[config.mk]
export PLATFORM = sky130hd
export DESIGN_NAME = mdio_mgmt_master
export DESIGN_NICKNAME = d
export VERILOG_FILES = /design/src/rtl/mdio_pkg.sv /design/src/rtl/mdio_clkgen.sv /design/src/rtl/mdio_frame_seq.sv /design/src/rtl/mdio_regbank.sv /design/src/rtl/mdio_mgmt_master.sv
export SDC_FILE = /design/constraint.sdc
export NUM_CORES = 1
export LEC_CHECK = 0
export BUFFER_PORTS_ARGS = -buffer_cell sky130_fd_sc_hd__buf_4
export CAP_MARGIN = 20
export CORE_MARGIN = 3
export CORE_UTILIZATION = 39
export CTS_CLUSTER_SIZE = 10
export DETAILED_ROUTE_END_ITERATION = 8
export RECOVER_POWER = 100
export SETUP_SLACK_MARGIN = 0.5
export SYNTH_ARGS = -nofsm -noshare
export SYNTH_HDL_FRONTEND = slang
export SYNTH_SLANG_ARGS = --single-unit
[constraint.sdc]
create_clock -name clk -period 3.1 [get_ports clk]
set_input_delay 0.155 -clock clk [delete_from_list [all_inputs] [get_ports clk]]
set_output_delay 0.155 -clock clk [all_outputs]
set_load 0.005 [all_outputs]
[src/rtl/mdio_pkg.sv]
package mdio_pkg;
  localparam int FRAME_LEN = 64;
  localparam int TA_POS    = 46;
  localparam int DATA_POS  = 48;

  localparam logic [7:0] OFS_MODE  = 8'h40;
  localparam logic [7:0] OFS_ADDR  = 8'h44;
  localparam logic [7:0] OFS_WDATA = 8'h48;
  localparam logic [7:0] OFS_RDATA = 8'h4C;
  localparam logic [7:0] OFS_CMD   = 8'h50;

  typedef struct packed {
    logic        ext;    // 1 = Clause 45 framing
    logic [1:0]  code;
    logic [4:0]  port;
    logic [4:0]  dev;
    logic [15:0] data;
  } mdio_req_t;

  function automatic logic req_is_read(mdio_req_t r);
    return r.ext ? r.code[1] : !r.code[0];
  endfunction

  function automatic logic [FRAME_LEN-1:0] build_frame(mdio_req_t r);
    logic [1:0] st;
    logic [1:0] op;
    st = r.ext ? 2'b00 : 2'b01;
    if (r.ext) op = r.code[1] ? 2'b11 : (r.code[0] ? 2'b01 : 2'b00);
    else       op = r.code[0] ? 2'b01 : 2'b10;
    return {32'hFFFF_FFFF, st, op, r.port, r.dev, 2'b10, r.data};
  endfunction
endpackage

[src/rtl/mdio_clkgen.sv]
module mdio_clkgen #(
  parameter int DIV_W = 8
) (
  input  logic             clk,
  input  logic             rst,
  input  logic             run,
  input  logic [DIV_W-1:0] div,
  output logic             fall_tick,
  output logic             rise_tick
);
  logic [DIV_W-1:0] cnt;
  logic [DIV_W-1:0] div_eff;
  logic [DIV_W:0]   half;

  // A divider of 0 behaves as 1 so that the two edges never coincide.
  assign div_eff = (div == '0) ? DIV_W'(1) : div;
  assign half    = ({1'b0, div_eff} + (DIV_W+1)'(1)) >> 1;

  always_ff @(posedge clk) begin
    if (rst || !run)         cnt <= '0;
    else if (cnt == div_eff) cnt <= '0;
    else                     cnt <= cnt + DIV_W'(1);
  end

  assign fall_tick = run && (cnt == '0);
  assign rise_tick = run && (cnt == half[DIV_W-1:0]);
endmodule

[src/rtl/mdio_frame_seq.sv]
module mdio_frame_seq
  import mdio_pkg::*;
(
  input  logic             clk,
  input  logic             rst,
  input  logic             start,
  input  mdio_req_t        req,
  input  logic             fall_tick,
  input  logic             rise_tick,
  input  logic             mdio_i,
  output logic             busy,
  output logic             mdc,
  output logic             mdio_o,
  output logic             mdio_oe,
  output logic [15:0]      rd_data
);
  localparam int IDX_W = $clog2(FRAME_LEN);
  localparam logic [IDX_W-1:0] IDX_TA   = IDX_W'(TA_POS);
  localparam logic [IDX_W-1:0] IDX_DATA = IDX_W'(DATA_POS);
  localparam logic [IDX_W-1:0] IDX_LAST = IDX_W'(FRAME_LEN-1);

  logic [FRAME_LEN-1:0] shreg;
  logic [IDX_W-1:0]     idx;
  logic                 is_rd;
  logic [15:0]          cap;

  always_ff @(posedge clk) begin
    if (rst) begin
      busy    <= 1'b0;
      mdc     <= 1'b1;
      mdio_o  <= 1'b1;
      mdio_oe <= 1'b0;
      idx     <= '0;
      shreg   <= '0;
      is_rd   <= 1'b0;
      cap     <= '0;
      rd_data <= '0;
    end else if (!busy) begin
      if (start) begin
        busy  <= 1'b1;
        shreg <= build_frame(req);
        is_rd <= req_is_read(req);
        idx   <= '0;
      end
    end else begin
      if (fall_tick) begin
        mdc     <= 1'b0;
        mdio_o  <= shreg[FRAME_LEN-1];
        shreg   <= {shreg[FRAME_LEN-2:0], 1'b0};
        mdio_oe <= !(is_rd && idx >= IDX_TA);
      end
      if (rise_tick) begin
        mdc <= 1'b1;
        idx <= idx + IDX_W'(1);
        if (is_rd && idx >= IDX_DATA) cap <= {cap[14:0], mdio_i};
        if (idx == IDX_LAST) begin
          busy    <= 1'b0;
          mdio_oe <= 1'b0;
          if (is_rd) rd_data <= {cap[14:0], mdio_i};
        end
      end
    end
  end
endmodule

[src/rtl/mdio_regbank.sv]
module mdio_regbank
  import mdio_pkg::*;
#(
  parameter int ADDR_W = 8,
  parameter int DATA_W = 32,
  parameter int DIV_W  = 8
) (
  input  logic              clk,
  input  logic              rst,
  input  logic              bus_wr,
  input  logic [ADDR_W-1:0] bus_addr,
  input  logic [DATA_W-1:0] bus_wdata,
  output logic [DATA_W-1:0] bus_rdata,
  input  logic              busy,
  input  logic [15:0]       rd_word,
  output logic              start,
  output mdio_req_t         req,
  output logic [DIV_W-1:0]  div
);
  logic        ext_q;
  logic [4:0]  port_q;
  logic [4:0]  dev_q;
  logic [15:0] wdata_q;
  logic [DATA_W-1:0] rd_mux;

  always_ff @(posedge clk) begin
    if (rst) begin
      ext_q   <= 1'b0;
      div     <= '1;
      port_q  <= '0;
      dev_q   <= '0;
      wdata_q <= '0;
    end else if (bus_wr) begin
      case (bus_addr)
        ADDR_W'(OFS_MODE): begin
          ext_q <= bus_wdata[8];
          div   <= bus_wdata[DIV_W-1:0];
        end
        ADDR_W'(OFS_ADDR): begin
          port_q <= bus_wdata[12:8];
          dev_q  <= bus_wdata[4:0];
        end
        ADDR_W'(OFS_WDATA): wdata_q <= bus_wdata[15:0];
        default: ;
      endcase
    end
  end

  assign start = bus_wr && (bus_addr == ADDR_W'(OFS_CMD)) && bus_wdata[8];
  assign req   = '{ext: ext_q, code: bus_wdata[1:0], port: port_q,
                   dev: dev_q, data: wdata_q};

  always_comb begin
    rd_mux = '0;
    case (bus_addr)
      ADDR_W'(OFS_MODE):  rd_mux = DATA_W'({ext_q, div});
      ADDR_W'(OFS_ADDR):  rd_mux = DATA_W'({port_q, 3'b000, dev_q});
      ADDR_W'(OFS_WDATA): rd_mux = DATA_W'(wdata_q);
      ADDR_W'(OFS_RDATA): rd_mux = DATA_W'(rd_word);
      ADDR_W'(OFS_CMD):   rd_mux = DATA_W'({busy, 16'h0000});
      default:            rd_mux = '0;
    endcase
  end

  always_ff @(posedge clk) begin
    if (rst) bus_rdata <= '0;
    else     bus_rdata <= rd_mux;
  end
endmodule

[src/rtl/mdio_mgmt_master.sv]
module mdio_mgmt_master
  import mdio_pkg::*;
#(
  parameter int ADDR_W = 8,
  parameter int DATA_W = 32,
  parameter int DIV_W  = 8
) (
  input  logic              clk,
  input  logic              rst,
  input  logic              bus_wr,
  input  logic [ADDR_W-1:0] bus_addr,
  input  logic [DATA_W-1:0] bus_wdata,
  output logic [DATA_W-1:0] bus_rdata,
  output logic              busy,
  output logic              mdc,
  output logic              mdio_o,
  output logic              mdio_oe,
  input  logic              mdio_i
);
  logic             start;
  mdio_req_t        req;
  logic [DIV_W-1:0] div;
  logic             fall_tick;
  logic             rise_tick;
  logic [15:0]      rd_word;

  mdio_regbank #(.ADDR_W(ADDR_W), .DATA_W(DATA_W), .DIV_W(DIV_W)) u_regs (
    .clk(clk), .rst(rst), .bus_wr(bus_wr), .bus_addr(bus_addr),
    .bus_wdata(bus_wdata), .bus_rdata(bus_rdata), .busy(busy),
    .rd_word(rd_word), .start(start), .req(req), .div(div)
  );

  mdio_clkgen #(.DIV_W(DIV_W)) u_clk (
    .clk(clk), .rst(rst), .run(busy), .div(div),
    .fall_tick(fall_tick), .rise_tick(rise_tick)
  );

  mdio_frame_seq u_seq (
    .clk(clk), .rst(rst), .start(start), .req(req),
    .fall_tick(fall_tick), .rise_tick(rise_tick), .mdio_i(mdio_i),
    .busy(busy), .mdc(mdc), .mdio_o(mdio_o), .mdio_oe(mdio_oe),
    .rd_data(rd_word)
  );
endmodule

==> impl_metrics.env, run 1 <==
export IMPL_status="complete, no violations"
export IMPL_synth_flop_cell="dfxtp_1"
export IMPL_fin_skew_ps=7.197
export IMPL_synth_top_cell_area_share_pct=45.80
export IMPL_leakage_nw=2.841
export IMPL_p_total_mw=4.406
export IMPL_crit_path_start_kind="register"
export IMPL_synthTopCellsByArea="dfxtp_1, mux2i_1, nor2_1"
export IMPL_r2r_setup_slack_ps=530
export IMPL_h_tree_depth=4
export IMPL_critPathRequiredTime_ps=3450
export IMPL_first_pass_iters=5
export IMPL_fin_setup_tns_ps=0
export IMPL_cts_root_buf="clkbuf_16"
export IMPL_die_area_um2=20280
export IMPL_synth_compound_area_share_pct=11.45
export IMPL_fin_util_pct=45.62
export IMPL_max_freq_ghz=0.3889
export IMPL_ys_warn_count=0
export IMPL_async_flop_share_pct=0
export IMPL_rows=49
export IMPL_r2r_end="u_seq.rd_data[4]"
export IMPL_synth_simple_gate_area_share_pct=18.05
export IMPL_clk_pin_slew_ps=60
export IMPL_crit_arrival_ps=2920
export IMPL_wl_um=15870
export IMPL_worstSetupPathType="reg -> reg"
export IMPL_cts_buffers=17
export IMPL_grt_pass1_wl_um=26050
export IMPL_portBuffers=48
export IMPL_avgSynthCellArea_um2=9.485
export IMPL_clock_latency_ps=420
export IMPL_clkSinkCount=166
export IMPL_dp_cells=991
export IMPL_syn_inst=765
export IMPL_hold_viol_final=0
export IMPL_stdcell_area_um2=8278
export IMPL_dp_slack_ps=560.4
export IMPL_synth_top_family_by_area="simple AND/OR/NAND/NOR gates"
export IMPL_antenna_found_initial=0
export IMPL_synth_area_um2=7256
export IMPL_postRouteAntennaNets=0
export IMPL_synth_edf_count=0
export IMPL_start_util_pct=39.98
export IMPL_critPathMaxFanout=16
export IMPL_rsz0062_at_grt="no"
export IMPL_vias=5408
export IMPL_worstSetupEndpoint="u_seq.rd_data[4]"
export IMPL_post_route_drc_count=0
export IMPL_ff_latch_area_um2=3328
export IMPL_slew_headroom_pct=40.39
export IMPL_placed_area_um2=7575
export IMPL_ir_drop_mv=0.4462
export IMPL_gp_congestion=0.8424
export IMPL_wl_per_cell_um=15.30
export IMPL_period_minus_slack_ps=2571
export IMPL_drive_above_1_share_pct=12.76
export IMPL_nNetsFinal=843
export IMPL_rr_worst_depth=7
export IMPL_syn2layout_area_growth_pct=14.09
export IMPL_synth_xor_area_share_pct=2.535
export IMPL_synth_distinct_cells=60
export IMPL_whs_ps=23.92
export IMPL_chipHeight_um=142.4
export IMPL_grt_max_degree=91
export IMPL_multiInputGateArea_um2=3390
export IMPL_ys_seq_area_share_pct=45.80
export IMPL_synthMuxAreaShare_pct=13.57
export IMPL_fin_cells=1037
export IMPL_setup_viol=0
export IMPL_cp_end_kind="register"
export IMPL_synthAdderAreaFrac_pct=0.5173
export IMPL_drv_slew=0
export IMPL_reg2reg_from="u_regs.div[4]"
export IMPL_cts_tree="built"
export IMPL_grt_ovfl_total=0
export IMPL_fillers=1727
export IMPL_tightest_slew_ps=893.3
export IMPL_synth_top_area_cell="dfxtp_1"
export IMPL_min_path_type="in -> reg"
export IMPL_core_area_um2=18150
export IMPL_drt_initial_drc_count=315
export IMPL_layout_setup_ws_ps=528.7
export IMPL_grt_pass1_vias=5000
export IMPL_crit_start="u_regs.div[4]"
export IMPL_powerDensity_nw_per_um2=532.2
export IMPL_postCtsSetupBuffers=0
export IMPL_drv_cap=0
export IMPL_die_width_um=142.4
export IMPL_ys_ff_latch=166
export IMPL_cts_max_path_buffers=2
export IMPL_hpwl_um=10320
export IMPL_synth_common_cells="dfxtp_1, nor2_1, mux2i_1"
export IMPL_gr_usage_all_layers_pct=16.05
export IMPL_via_per_inst=5.215
export IMPL_fin_crit_sh_pct=82.94
export IMPL_design_portCount=80
export IMPL_synthMostInstantiatedCell="dfxtp_1"
cell usage in the layout, fill, tap and decap left out, types with 3 or more instances in the layout:
cell and n:
nand3_1 31, dlygate4sd3_1 15, o31ai_1 5, mux2_2 4, ha_1 3, nand2_1 78
clkbuf_1 7, o21ai_0 6, a211oi_1 43, bufinv_16 3, a21oi_1 24, buf_4 33
inv_1 23, nor4b_1 3, dfxtp_2 4, a31oi_1 6, xnor2_1 9, clkbuf_16 17
mux2i_1 80, nor2_1 90, clkbuf_4 20, nor3_1 5, and3_1 4, dfxtp_1 162
xor2_1 12, a22oi_1 4, conb_1 15, or4_1 5, nor3b_1 21, nand3b_1 6
nor2b_1 9, a311oi_1 19, mux4_2 5
registers in the layout (all words and copies together), names as in the netlist, 5 cells and up:
| signal | cells |
|---|---|
| u_seq.shreg | 64 |
| u_regs.bus_rdata | 17 |
| u_regs.wdata_q | 16 |
| u_seq.rd_data | 16 |
| u_seq.cap | 15 |
| u_clk.cnt | 8 |
| u_regs.div | 8 |
| u_seq.idx | 6 |
| u_regs.dev_q | 5 |
| u_regs.port_q | 5 |
layout make-up:
type / instances / area share [%]
Timing Repair Buffer: 75 / 7.164
Inverter: 24 / 1.088
Clock buffer: 22 / 5.608
Multi-Input combinational cell: 512 / 40.95
Tap cell: 229 / 3.461
Clock inverter: 8 / 1.496
Antenna cell: 1 / 0.03023
Sequential cell: 166 / 40.21
repair_timing:
item                       4_1_cts  5_1_grt
hold endpoints to repair        27        0
hold buffers                    15        0
gates resized for setup          0        5
setup endpoints to repair        0       17
cells by family after synthesis:
| logic type | Yosys count |
|---|---|
| xor+xnor | 21 |
| compound gates | 116 |
| simple gates | 267 |
| buf+inv | 101 |
| flops | 166 |
| mux | 90 |
| other cells | 1 |
| fa+ha+maj | 3 |
worst max-delay path, stage by stage (launching register included):
cell	delay, ps
dfxtp_1	530
nand3_1	170
o21ai_0	150
nor4b_2	270
o2111ai_1	480
nor3_4	310
buf_4	330
mux2i_1	230
power breakdown:
group	total (mW)	switching [mW]	internal (mW)
Clock	2.13	0.832	1.30
Combinational	0.135	0.0784	0.0566
Sequential	2.14	0.00225	2.14
Total	4.41	0.912	3.49
routing by layer:
metal  part of all wire (%)  vias to the layer above  track usage [%]
li1                       -                     2719                -
met1                     50                     2572            23.12
met2                     45                      102            23.38
met3                    4.3                       15            3.999
met4                    1.1                        0            5.653
met5                      0                        -                0
worst min-delay path by stage:
stage / startpoint / endpoint / depth (start not counted)
floorplan: bus_wdata[0] / u_regs.dev_q[0] / 2
global placement: bus_wdata[14] / u_regs.wdata_q[14] / 3
detailed placement: bus_wdata[13] / u_regs.wdata_q[13] / 3
CTS: bus_wdata[0] / u_regs.dev_q[0] / 3
global route: bus_wdata[0] / u_regs.dev_q[0] / 3
finish: bus_wdata[0] / u_regs.wdata_q[0] / 3
No activity file was read; power rests on OpenSTA's default activity.
==> inputs of run 2 (changes only) <==
--- a/config.mk
+++ b/config.mk
@@ -5,6 +5,7 @@
 export SDC_FILE = /design/constraint.sdc
 export NUM_CORES = 1
 export LEC_CHECK = 0
+export ABC_AREA = 1
 export BUFFER_PORTS_ARGS = -buffer_cell sky130_fd_sc_hd__buf_4
 export CAP_MARGIN = 20
 export CORE_MARGIN = 3
==> constraint.sdc (replaced) <==
create_clock -name clk -period 2.1 [get_ports clk]
set_input_delay 0.105 -clock clk [delete_from_list [all_inputs] [get_ports clk]]
set_output_delay 0.105 -clock clk [all_outputs]
set_load 0.005 [all_outputs]
==> run 2 against run 1 <==
Net effect: fmax rose by 29%; critical endpoint is now u_seq.shreg[31]; global-route usage rose by 4.2 points; register-to-register slack got worse by 420 ps.
==> impl_metrics.env, run 2 <==
export IMPL_cts_buffers=17
export IMPL_wl_um=20660
export IMPL_cp_common_cell="buf_12"
export IMPL_clk_pin_slew_ps=70
export IMPL_dp_slack_ps=56.68
export IMPL_syn2layout_area_growth_pct=36.56
export IMPL_slowest_delay_ps=460
export IMPL_nNetsFinal=1090
export IMPL_synth_area_um2=7022
export IMPL_synth_flop_cell="dfxtp_1"
export IMPL_grt_max_degree=74
export IMPL_cts_max_path_buffers=2
export IMPL_rsz0062_at_grt="yes"
export IMPL_crit_path_start_kind="register"
export IMPL_antenna_found_initial=0
export IMPL_critPathRequiredTime_ps=2430
export IMPL_slew_headroom_pct=46.55
export IMPL_synth_top_cell_area_share_pct=47.33
export IMPL_synthMostInstantiatedCell="nand2_1"
export IMPL_hpwl_um=11770
export IMPL_start_util_pct=40.18
export IMPL_drt_initial_drc_count=561
export IMPL_period_minus_slack_ps=1989
export IMPL_dp_cells=1177
export IMPL_worstSetupPathType="reg -> reg"
export IMPL_h_tree_depth=4
export IMPL_cp_slowest_cell="dfxtp_1"
export IMPL_fin_setup_tns_ps=0
export IMPL_chipHeight_um=140.2
export IMPL_min_path_type="in -> reg"
export IMPL_ir_drop_mv=0.6211
export IMPL_fin_util_pct=54.87
export IMPL_wl_per_cell_um=16.13
export IMPL_portBuffers=48
export IMPL_fin_skew_ps=8.763
export IMPL_synth_edf_count=0
export IMPL_die_area_um2=19650
export IMPL_synth_common_cells="nand2_1, dfxtp_1, a21oi_1"
export IMPL_async_flop_share_pct=0
export IMPL_clkSinkCount=166
export IMPL_layout_setup_ws_ps=111.4
export IMPL_vias=6684
export IMPL_crit_buf_inv=5
export IMPL_hold_viol_final=0
export IMPL_drv_cap=0
export IMPL_crit_family="buffers and inverters"
export IMPL_synth_distinct_cells=37
export IMPL_cts_tree="built"
export IMPL_cp_cell_sequence="inv_4 > ha_4 > nand2_1 > nor3_2 > and2_4 > inv_6 > nand2_8 > buf_12 > buf_12 > bufbuf_16 > o21ai_0 > nor2_2"
export IMPL_drive_above_1_share_pct=26.23
export IMPL_fin_crit_sh_pct=94.70
export IMPL_post_route_drc_count=0
export IMPL_mostFrequentLayoutCells="nand2_1, dfxtp_1, a21oi_1"
export IMPL_whs_ps=17.43
export IMPL_design_portCount=80
export IMPL_ys_warn_count=0
export IMPL_die_width_um=140.2
export IMPL_gr_usage_all_layers_pct=20.29
export IMPL_core_area_um2=17480
export IMPL_ys_ff_latch=166
export IMPL_drv_slew=0
export IMPL_cp_end_kind="register"
export IMPL_grt_ovfl_total=0
export IMPL_final_common_cell="nand2_1"
export IMPL_synth_top_area_cell="dfxtp_1"
export IMPL_tightest_slew_ps=801.7
export IMPL_grt_pass1_wl_um=32120
export IMPL_setup_viol=0
export IMPL_n_antenna_cell=0
export IMPL_first_pass_iters=5
export IMPL_top_register="u_seq.shreg"
export IMPL_rows=48
export IMPL_clock_latency_ps=440
export IMPL_max_freq_ghz=0.5029
export IMPL_via_per_inst=5.218
export IMPL_synthTopCellsByArea="dfxtp_1, nand2_1, a21oi_1"
export IMPL_fin_cells=1281
export IMPL_grt_pass1_vias=6183
export IMPL_placed_area_um2=7645
export IMPL_avgSynthCellArea_um2=7.486
export IMPL_powerDensity_nw_per_um2=695.7
export IMPL_critPathMaxFanout=4
export IMPL_p_total_mw=6.671
export IMPL_ys_seq_area_share_pct=47.33
export IMPL_syn_inst=938
export IMPL_largest_reg_flops=64
export IMPL_leakage_nw=3.495
export IMPL_fillers=1575
export IMPL_postRouteAntennaNets=0
export IMPL_largestRegisters="u_seq.shreg: 64 flops, u_regs.bus_rdata: 17 flops"
export IMPL_stdcell_area_um2=9589
export IMPL_status="complete, no violations"
export IMPL_cts_root_buf="clkbuf_16"
export IMPL_gp_congestion=0.8464
export IMPL_crit_arrival_ps=2320
==> run 2: changes by cell type in the layout (fill, tap and decap cells not counted), moves of 19 or more <==
cell,change
buf_4,+24
nand2_1,+114
a21oi_1,+68
nor3b_1,-20
inv_1,+47
mux2i_1,-80
a311oi_1,-19
o21ai_0,+43
a31oi_1,+21
o21ai_2,+48
nand4_1,+22
a211oi_1,-42
nor2_1,-54
==> run 2: report_power, final <==
group | internal (mW) | switching, mW | total, mW
logic | 0.0866 | 0.126 | 0.212
registers | 3.14 | 0.00407 | 3.15
clock network | 1.96 | 1.35 | 3.31
==> run 2: cell type report <==
| cell class | instances | area (um2) | share of cell area, % |
|---|---|---|---|
| flip-flops and latches | 166 | 3352 | 34.96 |
| well taps | 225 | 281.5 | 2.936 |
| clock buffers | 20 | 456.7 | 4.763 |
| repair buffers | 142 | 1491 | 15.55 |
| multi-input cells | 627 | 3490 | 36.39 |
| clock inverters | 12 | 166.4 | 1.735 |
| inverters | 82 | 317.8 | 3.314 |
| repair inverters | 7 | 33.78 | 0.3523 |
==> run 2: cells by family (layout without fill, tap and decap cells) <==
kind of cell,count (synthesis),after routing,synth area share [%]
AO/OA/AOI/OAI,266,266,20.44
AND/OR/NAND/NOR,325,325,19.67
other,1,15,0.05341
adder cells (fa/ha/maj),3,3,0.5346
XOR/XNOR,18,18,2.245
flip-flops,166,166,47.33
buffers and inverters,159,263,9.729
==> run 2: worst paths after layout <==
| check | start | endpoint | slack [ps] | depth (start not counted) |
|---|---|---|---|---|
| worst max-delay path | u_clk.cnt[1] | u_seq.shreg[31] | 110 | 12 |
| worst min-delay path | bus_wr | u_regs.wdata_q[15] | 20 | 3 |
| worst max register to register | u_clk.cnt[1] | u_seq.shreg[31] | 110 | 12 |
| worst min register to register | u_seq.cap[14] | u_seq.cap[14] | 460 | 2 |
==> run 2: routing by layer <==
metal | wire (um) | vias up | track usage, %
li1 | - | 3331 | -
met1 | 9587 | 3177 | 27.88
met2 | 9906 | 137 | 32.41
met3 | 718 | 39 | 3.551
met4 | 445 | 0 | 6.782
met5 | 0 | - | 0
==> run 2: timing repair <==
action | 4_1_cts | 5_1_grt
gates cloned | 13 | 6
hold buffers | 19 | 0
pin swaps | 35 | 7
endpoints found under the setup margin | 112 | 126
hold endpoints to repair | 32 | 0
resized for setup | 167 | 74
setup buffers | 22 | 12
==> run 2: worst register-to-register path: cells and delay by family, from the launching register on <==
kind            cells  cell delay (ps)
buf+inv             5              680
fa+ha+maj           1              150
flops               1              460
compound gates      1              190
simple gates        5              410
==> inputs of run 3 (changes only) <==
--- a/config.mk
+++ b/config.mk
@@ -8,7 +8,6 @@
 export ABC_AREA = 1
 export BUFFER_PORTS_ARGS = -buffer_cell sky130_fd_sc_hd__buf_4
 export CAP_MARGIN = 20
-export CORE_MARGIN = 3
 export CORE_UTILIZATION = 39
 export CTS_CLUSTER_SIZE = 10
 export DETAILED_ROUTE_END_ITERATION = 8
@@ -17,3 +16,4 @@
 export SYNTH_ARGS = -nofsm -noshare
 export SYNTH_HDL_FRONTEND = slang
 export SYNTH_SLANG_ARGS = --single-unit
+export TNS_END_PERCENT = 30
==> constraint.sdc (replaced) <==
create_clock -name clk -period 2 [get_ports clk]
set_input_delay 0.1 -clock clk [delete_from_list [all_inputs] [get_ports clk]]
set_output_delay 0.1 -clock clk [all_outputs]
set_load 0.005 [all_outputs]
==> run 3 against run 2 <==
Net effect: clock skew barely moved; sequential power grew 5%; combinational power rose by 3%; flip-flop and latch count stayed put; first-iteration DRC count fell by 22%; non-clock buffer count is 20 lower; register-to-register slack lost 70 ps; core utilization decreased by 3.5 points; global-route usage is 1.0 points higher; critical path depth did not move; total power is 3.0% higher; largest power group unchanged.
==> impl_metrics.env, run 3 (synthesized netlist as in run 2, its figures left out) <==
export IMPL_cts_root_buf="clkbuf_16"
export IMPL_mostFrequentLayoutCells="nand2_1, dfxtp_1, a21oi_1"
export IMPL_fin_cells=1252
export IMPL_drv_slew=0
export IMPL_slew_headroom_pct=48.73
export IMPL_powerDensity_nw_per_um2=767.6
export IMPL_syn2layout_area_growth_pct=27.51
export IMPL_period_minus_slack_ps=1959
export IMPL_clock_latency_ps=430
export IMPL_hpwl_um=11900
export IMPL_tightest_slew_ps=769.0
export IMPL_chipHeight_um=136.2
export IMPL_multiInputGateArea_um2=3242
export IMPL_largest_reg_flops=64
export IMPL_cp_common_cell="nand2_1"
export IMPL_portBuffers=48
export IMPL_top_register="u_seq.shreg"
export IMPL_design_portCount=80
export IMPL_cp_cell_sequence="nand2_4 > nor2_4 > nand2_1 > nand2_1 > nand2_1 > inv_1 > nand4_1 > nor3_4 > buf_6 > buf_2 > nand4_1 > a21oi_1"
export IMPL_start_util_pct=40.32
export IMPL_antenna_found_initial=0
export IMPL_critPathMaxFanout=6
export IMPL_fin_skew_ps=9.098
export IMPL_first_pass_iters=5
export IMPL_max_freq_ghz=0.5105
export IMPL_die_width_um=136.2
export IMPL_drt_initial_drc_count=439
export IMPL_rows=48
export IMPL_slowest_delay_ps=400
export IMPL_fillers=1653
export IMPL_setup_viol=0
export IMPL_wl_um=19010
export IMPL_largestRegisters="u_seq.shreg: 64 flops, u_regs.bus_rdata: 17 flops"
export IMPL_grt_max_degree=40
export IMPL_cts_max_path_buffers=2
export IMPL_ir_drop_mv=0.6246
export IMPL_clk_pin_slew_ps=60
export IMPL_grt_pass1_wl_um=30560
export IMPL_crit_path_start_kind="register"
export IMPL_cp_end_kind="register"
export IMPL_drive_above_1_share_pct=18.60
export IMPL_hold_depth=3
export IMPL_h_tree_depth=4
export IMPL_critPathRequiredTime_ps=2350
export IMPL_cts_buffers=17
export IMPL_crit_arrival_ps=2310
export IMPL_fin_crit_sh_pct=97.94
export IMPL_cts_tree="built"
export IMPL_die_area_um2=18550
export IMPL_final_common_cell="nand2_1"
export IMPL_drv_cap=0
export IMPL_grt_pass1_vias=5879
export IMPL_leakage_nw=3.307
export IMPL_crit_buf_inv=3
export IMPL_gp_congestion=0.8186
export IMPL_vias=6449
export IMPL_via_per_inst=5.151
export IMPL_dp_cells=1186
export IMPL_worstSetupPathType="reg -> reg"
export IMPL_ff_latch_area_um2=3346
export IMPL_post_route_drc_count=0
export IMPL_min_path_type="in -> reg"
export IMPL_cp_slowest_cell="dfxtp_4"
export IMPL_gr_usage_all_layers_pct=21.34
export IMPL_hold_viol_final=0
export IMPL_crit_family="simple AND/OR/NAND/NOR gates"
export IMPL_postRouteAntennaNets=0
export IMPL_core_area_um2=17420
export IMPL_clkSinkCount=166
export IMPL_fin_util_pct=51.41
export IMPL_rsz0062_at_grt="yes"
export IMPL_nNetsFinal=1063
export IMPL_status="complete, no violations"
export IMPL_critical_path_depth=12
export IMPL_rr_worst_depth=12
export IMPL_grt_ovfl_total=0
export IMPL_n_antenna_cell=0
export IMPL_wl_per_cell_um=15.19
run 3: worst register-to-register path: stages, from the launching register on:
cell and delay [ps]:
dfxtp_4 400, nand2_4 70, nor2_4 140, nand2_1 70, nand2_1 60, nand2_1 40
inv_1 40, nand4_1 230, nor3_4 240, buf_6 160, buf_2 180, nand4_1 110
a21oi_1 150
run 3: power by group:
part	switching, mW	total [mW]	internal [mW]
clock	1.29	3.34	2.05
sequential	0.00316	3.31	3.31
combinational	0.125	0.219	0.0940
run 3: stage by stage:
| step | setup WS (ps) | hold slack [ps] | power, mW | cell area (um2) | TNS, ps |
|---|---|---|---|---|---|
| global route | -132.6 | 60.65 | 7.103 | 8954 | -3265 |
| floorplan | 145.5 | 226.2 | 3.497 | 7207 | 0 |
| detailed placement | 32.82 | 334.9 | 3.566 | 7747 | 0 |
| global placement | 35.68 | 325.8 | 3.566 | 7747 | 0 |
| finish | 41.21 | 26.60 | 6.873 | 8954 | 0 |
| CTS | 108.8 | 11.88 | 6.918 | 8815 | 0 |
run 3: path summary, 6_finish.rpt:
check | from | endpoint | slack, ps
worst max-delay path | u_regs.div[2] | u_seq.rd_data[7] | 40
worst min-delay path | bus_wdata[8] | u_regs.wdata_q[8] | 30
worst max register to register | u_regs.div[2] | u_seq.rd_data[7] | 40
worst min register to register | u_seq.cap[14] | u_seq.cap[14] | 450
run 3: area by class of cell:
| type | instances | area share (%) |
|---|---|---|
| Multi-Input combinational cell | 627 | 36.21 |
| Tap cell | 225 | 3.144 |
| Clock buffer | 23 | 5.338 |
| Inverter | 82 | 3.563 |
| Timing Repair Buffer | 122 | 13.04 |
| Sequential cell | 166 | 37.37 |
| Clock inverter | 7 | 1.342 |
run 3: repair_timing:
item	4_1_cts	5_1_grt
setup buffers	6	4
hold endpoints to repair	33	0
gates resized for setup	29	48
setup endpoints to repair	113	138
hold buffers	18	0
pin swaps	7	2
gates cloned	5	3
run 3: layer usage:
metal	track usage, %	routed length [um]	part of all wire [%]
met1	29.70	9268	49
met2	33.22	8772	46
met3	4.549	771	4.1
met4	5.556	200	1.1
met5	0	0	0
